$ cat config.mk
export PLATFORM = sky130hd
export DESIGN_NAME = irq_cause_unit
export DESIGN_NICKNAME = d
export VERILOG_FILES = /design/src/rtl/irq_cause_pkg.sv /design/src/rtl/irq_misalign_det.sv /design/src/rtl/irq_spr_guard.sv /design/src/rtl/irq_cause_mask.sv /design/src/rtl/irq_capture_regs.sv /design/src/rtl/irq_cause_unit.sv
export SDC_FILE = /design/constraint.sdc
export NUM_CORES = 1
export LEC_CHECK = 0
export ABC_AREA = 0
export BUFFER_PORTS_ARGS = -buffer_cell sky130_fd_sc_hd__clkbuf_2
export CELL_PAD_IN_SITES_DETAIL_PLACEMENT = 1
export CELL_PAD_IN_SITES_GLOBAL_PLACEMENT = 1
export CORE_UTILIZATION = 34
export CTS_CLUSTER_DIAMETER = 50
export DETAILED_ROUTE_END_ITERATION = 8
export PLACE_DENSITY = 0.86
export SETUP_SLACK_MARGIN = 0.15
export SLEW_MARGIN = 10
export SYNTH_ARGS = -nofsm -noshare
export SYNTH_HDL_FRONTEND = slang
export SYNTH_SLANG_ARGS = --single-unit
$ cat constraint.sdc
create_clock -name clk -period 5 [get_ports clk]
set_input_delay 1.25 -clock clk [delete_from_list [all_inputs] [get_ports clk]]
set_output_delay 1.25 -clock clk [all_outputs]
set_load 0.1 [all_outputs]
$ cat src/rtl/irq_cause_pkg.sv
package irq_cause_pkg;

   localparam int CAUSE_W   = 32;
   localparam int DEV_BASE  = 13;
   localparam int DEV_LINES = CAUSE_W - DEV_BASE;
   localparam int FP_FLAGS  = 5;

   localparam int IX_RESET  = 0;
   localparam int IX_ILL    = 1;
   localparam int IX_MAL    = 2;
   localparam int IX_PFF    = 3;
   localparam int IX_PFLS   = 4;
   localparam int IX_TRAP   = 5;
   localparam int IX_FXOVF  = 6;
   localparam int IX_FPLO   = 7;
   localparam int IX_FPUNIM = 12;

   typedef enum logic [1:0] {
      ACC_BYTE  = 2'd0,
      ACC_HALF  = 2'd1,
      ACC_WORD  = 2'd2,
      ACC_DWORD = 2'd3
   } acc_size_e;

   function automatic bit cause_is_maskable(int j);
      return ((j >= IX_FXOVF) && (j < IX_FPUNIM)) || (j >= DEV_BASE);
   endfunction

   function automatic logic [CAUSE_W-1:0] maskable_vec();
      logic [CAUSE_W-1:0] v;
      for (int j = 0; j < CAUSE_W; j++) v[j] = cause_is_maskable(j);
      return v;
   endfunction

   function automatic logic [2:0] size_low_mask(acc_size_e s);
      case (s)
         ACC_BYTE:  return 3'b000;
         ACC_HALF:  return 3'b001;
         ACC_WORD:  return 3'b011;
         default:   return 3'b111;
      endcase
   endfunction

endpackage

$ cat src/rtl/irq_misalign_det.sv
module irq_misalign_det
   import irq_cause_pkg::*;
(
   input  logic [1:0] dpc_lo,
   input  logic [2:0] ea_lo,
   input  logic       ls_valid,
   input  acc_size_e  acc_size,
   output logic       misalign
);

   logic fetch_bad;
   logic data_bad;

   always_comb begin
      fetch_bad = |dpc_lo;
      data_bad  = ls_valid && ((ea_lo & size_low_mask(acc_size)) != 3'b000);
      misalign  = fetch_bad || data_bad;
   end

endmodule

$ cat src/rtl/irq_spr_guard.sv
module irq_spr_guard #(
   parameter int SPR_AW = 5
) (
   input  logic              user_mode,
   input  logic              spr_move,
   input  logic [SPR_AW-1:0] spr_addr,
   output logic              spr_illegal
);

   localparam logic [SPR_AW-1:0] USER_SPR_LO = SPR_AW'(6);
   localparam logic [SPR_AW-1:0] USER_SPR_HI = SPR_AW'(8);

   logic user_visible;

   always_comb begin
      user_visible = (spr_addr >= USER_SPR_LO) && (spr_addr <= USER_SPR_HI);
      spr_illegal  = user_mode && spr_move && !user_visible;
   end

endmodule

$ cat src/rtl/irq_cause_mask.sv
module irq_cause_mask
   import irq_cause_pkg::*;
#(
   parameter int WIDTH = CAUSE_W
) (
   input  logic [WIDTH-1:0] raw,
   input  logic [WIDTH-1:0] mask,
   output logic [WIDTH-1:0] masked,
   output logic             any
);

   genvar j;
   generate
      for (j = 0; j < WIDTH; j++) begin : g_bit
         if (cause_is_maskable(j)) begin : g_maskable
            assign masked[j] = raw[j] & mask[j];
         end else begin : g_fixed
            assign masked[j] = raw[j];
            logic unused_mask;
            assign unused_mask = mask[j];
         end
      end
   endgenerate

   assign any = |masked;

endmodule

$ cat src/rtl/irq_capture_regs.sv
module irq_capture_regs #(
   parameter int CW     = 32,
   parameter int ADDR_W = 32
) (
   input  logic              clk,
   input  logic              rst,
   input  logic              take,
   input  logic [CW-1:0]     cause_in,
   input  logic [ADDR_W-1:0] pc_in,
   input  logic [ADDR_W-1:0] addr_in,
   output logic [CW-1:0]     cause_q,
   output logic [ADDR_W-1:0] epc_q,
   output logic [ADDR_W-1:0] edata_q
);

   always_ff @(posedge clk) begin
      if (rst) begin
         cause_q <= '0;
         epc_q   <= '0;
         edata_q <= '0;
      end else if (take) begin
         cause_q <= cause_in;
         epc_q   <= pc_in;
         edata_q <= addr_in;
      end
   end

endmodule

$ cat src/rtl/irq_cause_unit.sv
module irq_cause_unit
   import irq_cause_pkg::*;
#(
   parameter int ADDR_W = 32
) (
   input  logic                 clk,
   input  logic                 rst,
   input  logic                 ext_reset_line,
   input  logic [DEV_LINES-1:0] dev_irq,
   input  logic                 ill_opcode,
   input  logic                 spr_move,
   input  logic [4:0]           spr_addr,
   input  logic                 user_mode,
   input  logic                 vm_mode,
   input  logic                 pf_fetch,
   input  logic                 pf_ldst,
   input  logic                 trap,
   input  logic                 fxp_ovf,
   input  logic [FP_FLAGS-1:0]  fp_flags,
   input  logic                 fp_unimpl,
   input  logic [CAUSE_W-1:0]   status_mask,
   input  logic [ADDR_W-1:0]    dpc,
   input  logic [ADDR_W-1:0]    ea,
   input  logic                 ls_valid,
   input  logic [1:0]           acc_size,
   output logic                 jisr,
   output logic [CAUSE_W-1:0]   cause_q,
   output logic [ADDR_W-1:0]    epc_q,
   output logic [ADDR_W-1:0]    edata_q
);

   generate
      if (ADDR_W < 3) begin : g_bad_addr_w
         $error("irq_cause_unit: ADDR_W must be at least 3");
      end
      if (IX_FPLO + FP_FLAGS != IX_FPUNIM) begin : g_bad_fp_span
         $error("irq_cause_unit: FP flag span does not meet index 12");
      end
      if (DEV_LINES < 1) begin : g_bad_dev
         $error("irq_cause_unit: no device lines left");
      end
   endgenerate

   logic                 misalign;
   logic                 spr_illegal;
   logic [CAUSE_W-1:0]   raw_cause;
   logic [CAUSE_W-1:0]   masked_cause;
   logic                 any_cause;

   irq_misalign_det i_misalign (
      .dpc_lo   (dpc[1:0]),
      .ea_lo    (ea[2:0]),
      .ls_valid (ls_valid),
      .acc_size (acc_size_e'(acc_size)),
      .misalign (misalign)
   );

   irq_spr_guard #(.SPR_AW(5)) i_spr_guard (
      .user_mode   (user_mode),
      .spr_move    (spr_move),
      .spr_addr    (spr_addr),
      .spr_illegal (spr_illegal)
   );

   always_comb begin
      raw_cause            = '0;
      raw_cause[IX_RESET]  = ext_reset_line;
      raw_cause[IX_ILL]    = ill_opcode || spr_illegal;
      raw_cause[IX_MAL]    = misalign;
      raw_cause[IX_PFF]    = pf_fetch && !vm_mode;
      raw_cause[IX_PFLS]   = pf_ldst && !vm_mode;
      raw_cause[IX_TRAP]   = trap;
      raw_cause[IX_FXOVF]  = fxp_ovf;
      raw_cause[IX_FPLO +: FP_FLAGS] = fp_flags;
      raw_cause[IX_FPUNIM] = fp_unimpl;
      raw_cause[DEV_BASE +: DEV_LINES] = dev_irq;
   end

   irq_cause_mask #(.WIDTH(CAUSE_W)) i_mask (
      .raw    (raw_cause),
      .mask   (status_mask),
      .masked (masked_cause),
      .any    (any_cause)
   );

   assign jisr = any_cause && !rst;

   irq_capture_regs #(.CW(CAUSE_W), .ADDR_W(ADDR_W)) i_capture (
      .clk      (clk),
      .rst      (rst),
      .take     (jisr),
      .cause_in (masked_cause),
      .pc_in    (dpc),
      .addr_in  (ea),
      .cause_q  (cause_q),
      .epc_q    (epc_q),
      .edata_q  (edata_q)
   );

endmodule

-- Word level (Yosys, flattened, before mapping)
Cells that the tools add are included.
- register bits after elaboration: 96
- output and inout bits: 97
- word-level logic and storage cells: 50
- equal/unequal tests: 2
- reductions and logical operators: 16
- bitwise operators: 26
- order comparisons: 2
- muxes and demuxes: 1
- operator list (kind ; count):
    $reduce_or 32->1 ; 1
    $and 1x1->1 ; 25
    $pmux 3 s3 ; 1
    $logic_and 1x1->1 ; 7
    $ge 5x3->1 const B ; 1
    $le 5x4->1 const B ; 1
    $and 3x3->3 ; 1
    $logic_not 1->1 ; 3
    $reduce_bool 3->1 ; 1
    $eq 2x1->1 const B ; 1
    $eq 2x2->1 const B ; 1
    $logic_not 2->1 ; 1
    $logic_or 1x1->1 ; 2
    $reduce_or 2->1 ; 1

-- Logic depth before layout (Yosys ltp)
- word-level depth: 8
- mapped depth: 7
- depth with buffers taken out: 5

-- Hierarchy
From an unflattened synthesis, not the netlist that was laid out.
- cells, all modules: 368
- area total of the unflattened synthesis: 3826.2 um^2
- by module, submodules not included (module ; area each (um^2) ; cells an instance ; times used):
    irq_capture_regs ; 3429.5 ; 310 ; 1
    irq_cause_mask ; 300.3 ; 44 ; 1
    irq_misalign_det ; 37.5 ; 5 ; 1
    irq_spr_guard ; 33.8 ; 5 ; 1
    irq_cause_unit ; 25.0 ; 4 ; 1

-- Least setup slack after synthesis
OpenSTA, ideal clock, no wires.
- path type: input -> output
- from: input spr_addr[1]
- to: output jisr
- slack: 0.430 ns
- cell stages on the path: 7
- path buffers: 2
- arrival time: 3.320 ns
- data required time: 3.750 ns
- cells stage by stage: nand2b_1 or4_1 a41oi_2 and4_4 buf_12 buf_12 nor2_1
- longest elaborated chain between the ends: 7
- elaborated cells between the ends (all ways): 8
- those cells by class: order compare: 2; reduce/logical: 6
- ends and longest elaborated chain (item ; RTL line ; RTL):
    start, declared ; irq_cause_unit.sv:12 ; input logic [4:0] spr_addr,
    $ge 5x3->1 or $le 5x4->1 (tied branches) ; irq_spr_guard.sv:16 ; user_visible = (spr_addr >= USER_SPR_LO) && (spr_addr <= USER_SPR_HI);
    $logic_and 1x1->1 * ; irq_spr_guard.sv:16 ;
    $logic_not 1->1 * ; irq_spr_guard.sv:17 ; spr_illegal = user_mode && spr_move && !user_visible;
    $logic_and 1x1->1 * ; irq_spr_guard.sv:17 ;
    $logic_or 1x1->1 * ; irq_cause_unit.sv:68 ; raw_cause[IX_ILL] = ill_opcode || spr_illegal;
    $reduce_or 32->1 * ; irq_cause_mask.sv:25 ; assign any = |masked;
    $logic_and 1x1->1 * ; irq_cause_unit.sv:86 ; assign jisr = any_cause && !rst;
    end, declared ; irq_cause_unit.sv:26 ; output logic jisr,
Mark *: on every way between the ends. The rest lies on a longest branch, timed or not.

-- Final worst setup path
Ends and elaborated chain as after synthesis.

==> impl_results.md <==
* Outcome: finished, final reports clean
* Maximum fanout along the worst path at 4
* CTS tree: done
* Vias per cell at 4.69
* Drt total wl at 12.3 mm
* Placed standard-cell area at 0.00544 mm²
* Critical R2R Capture: i_capture.edata_q[26]$_SDFFE_PP0P_
* Vias in the first global route at 4001
* Worst EP required at 3.75 ns
* First-pass GRT wire length at 19.1 mm
* Non-Filler Instances at 822
* Site Rows at 40
* Clock latency on the worst-skew pair at 0.34 ns
* Power Density at 349 mW/mm²
* Post-route ant nets at 0
* CTS Buf Count at 9
* Die H at 114 µm
* Layout cells sized above 1 at 38.4%
* Hold crit path type: flip-flop to flip-flop
* CP Data Arrival Time at 2.74 ns
* Dpl cells at 806
* Synthesis Warnings at 0
* Syn Std Cell Area at 0.00427 mm²
* Initial DRT Pass Iterations at 4
* Clk slew on worst S/H paths at 0.06 ns
* Die area at 0.0130 mm²
* Max Cap Viol at 0
* Setup Skew at 0 ns
* Nets at 789
* Critical Path Start Type: input port
* Fin Setup TNS at 0 ns
* Root Driver: clkbuf_16
* Initial Utilization at 35.2%
* Drt drc at 0
* Relative slew margins at 30.5%
* Total leakage power at 2.52 nW
* FF-to-FF setup slack at 4.34 ns
* Setup Fix Bufs, Post-CTS at 0
* # setup viols final at 0
* Total Routing Usage GR at 18.9%
* Hold path depth at 2
* RSZ-0062 raised after global routing: no
* Remaining Overflow, GRT at 0
* Largest net degree at the start of global routing at 106
* Period utilization at 79.7%
* Design area at 0.00574 mm²
* Chip width at 114 µm
* Core area at 0.0121 mm²
* Final Hold Vio Count at 0
* Initial antenna violation count at 0
* Clock buffer depth at 2
* Crit. End Element: output pin
* Final Wtd Congestion at 0.884
* WL per Instance at 15.0 µm
* Cts repair resizes at 0
* DR iter-0 viols at 128
* Slew Viols, Final at 0
* R2r worst-path depth at 2
* Syn Nets at 576
* Worst r2r src: i_capture.edata_q[26]$_SDFFE_PP0P_
* Vias at 3854
* Fill cell total of the finished layout at 1481
* Synthesized instance count at 436
* Seq cells post-synth at 96
* Mean Syn Cell Area at 9.79 µm²
* Post-CTS Hold Buffers at 0
* Hold path endpoint: i_capture.cause_q[19]$_SDFFE_PP0P_
* Number of distinct library cells after synthesis at 24
* H-tree lvl count at 3
* Max Freq at 0.251 GHz
* Top-Level Pins at 237
* Setup CP Type: input port to output pin
* IO buf count at 229
* Most frequent cells in the layout: 227 x clkbuf_2, 158 x nand2b_1, 96 x dfxtp_1
* Hold Crit Start: i_capture.cause_q[19]$_SDFFE_PP0P_
* Dpl hpwl at 9.42 mm
* ANT cells at 0
* Area grow syn2layout at 34.4%
* Clock Sinks at 96
* Most common cell after layout, fill and taps aside: clkbuf_2
* Register area share after synthesis at 45.0%
* Worst slew pin tran at 1.04 ns
* VDD IR max at 134 µV
* Period minus WS final at 3.99 ns
-- sequential cells by signal (all words and copies together) (netlist names) --
name / flops
i_capture.epc_q: 32
i_capture.cause_q: 32
i_capture.edata_q: 32
-- logic make-up (layout without fill, tap and decap cells) --
family | Yosys count | after routing | synth area share [%]
muxes | 62 | 62 | 14.5
AOI/OAI and AO/OA | 41 | 41 | 6.63
buffers and inverters | 38 | 256 | 6.10
DFF | 96 | 96 | 45.0
and+or+nand+nor | 199 | 199 | 27.7
-- cell usage after synthesis, drive strengths merged --
library cell | instances | area, µm²
nand2 | 26 | 97.6
and4 | 1 | 11.3
mux2i | 62 | 621
a21oi | 2 | 10.0
clkbuf | 20 | 75.1
nor2 | 2 | 7.51
inv | 7 | 26.3
nand2b | 158 | 988
a41oi | 1 | 16.3
or4bb | 1 | 11.3
o32ai | 2 | 17.5
o2111ai | 1 | 8.76
buf | 11 | 159
o22ai | 31 | 194
o211ai | 1 | 7.51
dfxtp | 96 | 1920
nand4 | 7 | 43.8
a22oi | 1 | 7.51
a222oi | 1 | 10.0
nor3 | 3 | 15.0
o2111a | 1 | 11.3
or4 | 1 | 7.51
-- worst max-delay path, cell delays in order --
cell	delay, ns
clkbuf_2	0.09
nand2b_1	0.13
or4_1	0.42
a41oi_2	0.34
and4_4	0.28
nor2_1	0.06
buf_12	0.16
-- routing by layer --
metal  vias up  GRT usage [%]  wire (µm)
li1       1879              -          -
met1      1801           19.6       4750
met2       160           35.8       6430
met3        14           5.37        913
met4         0           7.27        222
met5         -              0          0
-- final cells by class --
| type | instances | area [µm²] | area share (%) |
|---|---|---|---|
| Clock buffer | 10 | 239 | 4.17 |
| Tap cell | 168 | 210 | 3.66 |
| Multi-Input combinational cell | 302 | 2090 | 36.4 |
| Clock inverter | 6 | 58.8 | 1.03 |
| Timing Repair Buffer | 233 | 1190 | 20.8 |
| Inverter | 7 | 26.3 | 0.458 |
| Sequential cell | 96 | 1920 | 33.5 |
-- report_power, final --
| part | switching [mW] | internal, mW | total [mW] |
|---|---|---|---|
| registers | 0.0215 | 0.804 | 0.825 |
| logic | 0.373 | 0.112 | 0.485 |
| clock network | 0.292 | 0.399 | 0.691 |
| total | 0.686 | 1.31 | 2.00 |
-- metrics by stage --
step                      hold WS (ns)  power, mW  worst slack [ns]  util [%]
after floorplan                  0.918       1.21             0.430         -
after global placement           0.458       1.32              1.01      44.9
after detailed placement         0.466       1.33              1.00      44.9
after CTS                        0.477       2.03             0.995      47.4
after global routing             0.498       2.09             0.946      47.4
final                            0.473       2.00              1.01      47.4
-- worst max path at each step --
stage | startpoint | endpoint
global route | spr_addr[1] | jisr
detailed placement | spr_addr[1] | jisr
CTS | spr_addr[1] | jisr
finish | spr_addr[1] | jisr
floorplan | spr_addr[1] | jisr
global placement | spr_addr[1] | jisr
Power figures use the tool's default switching activity.
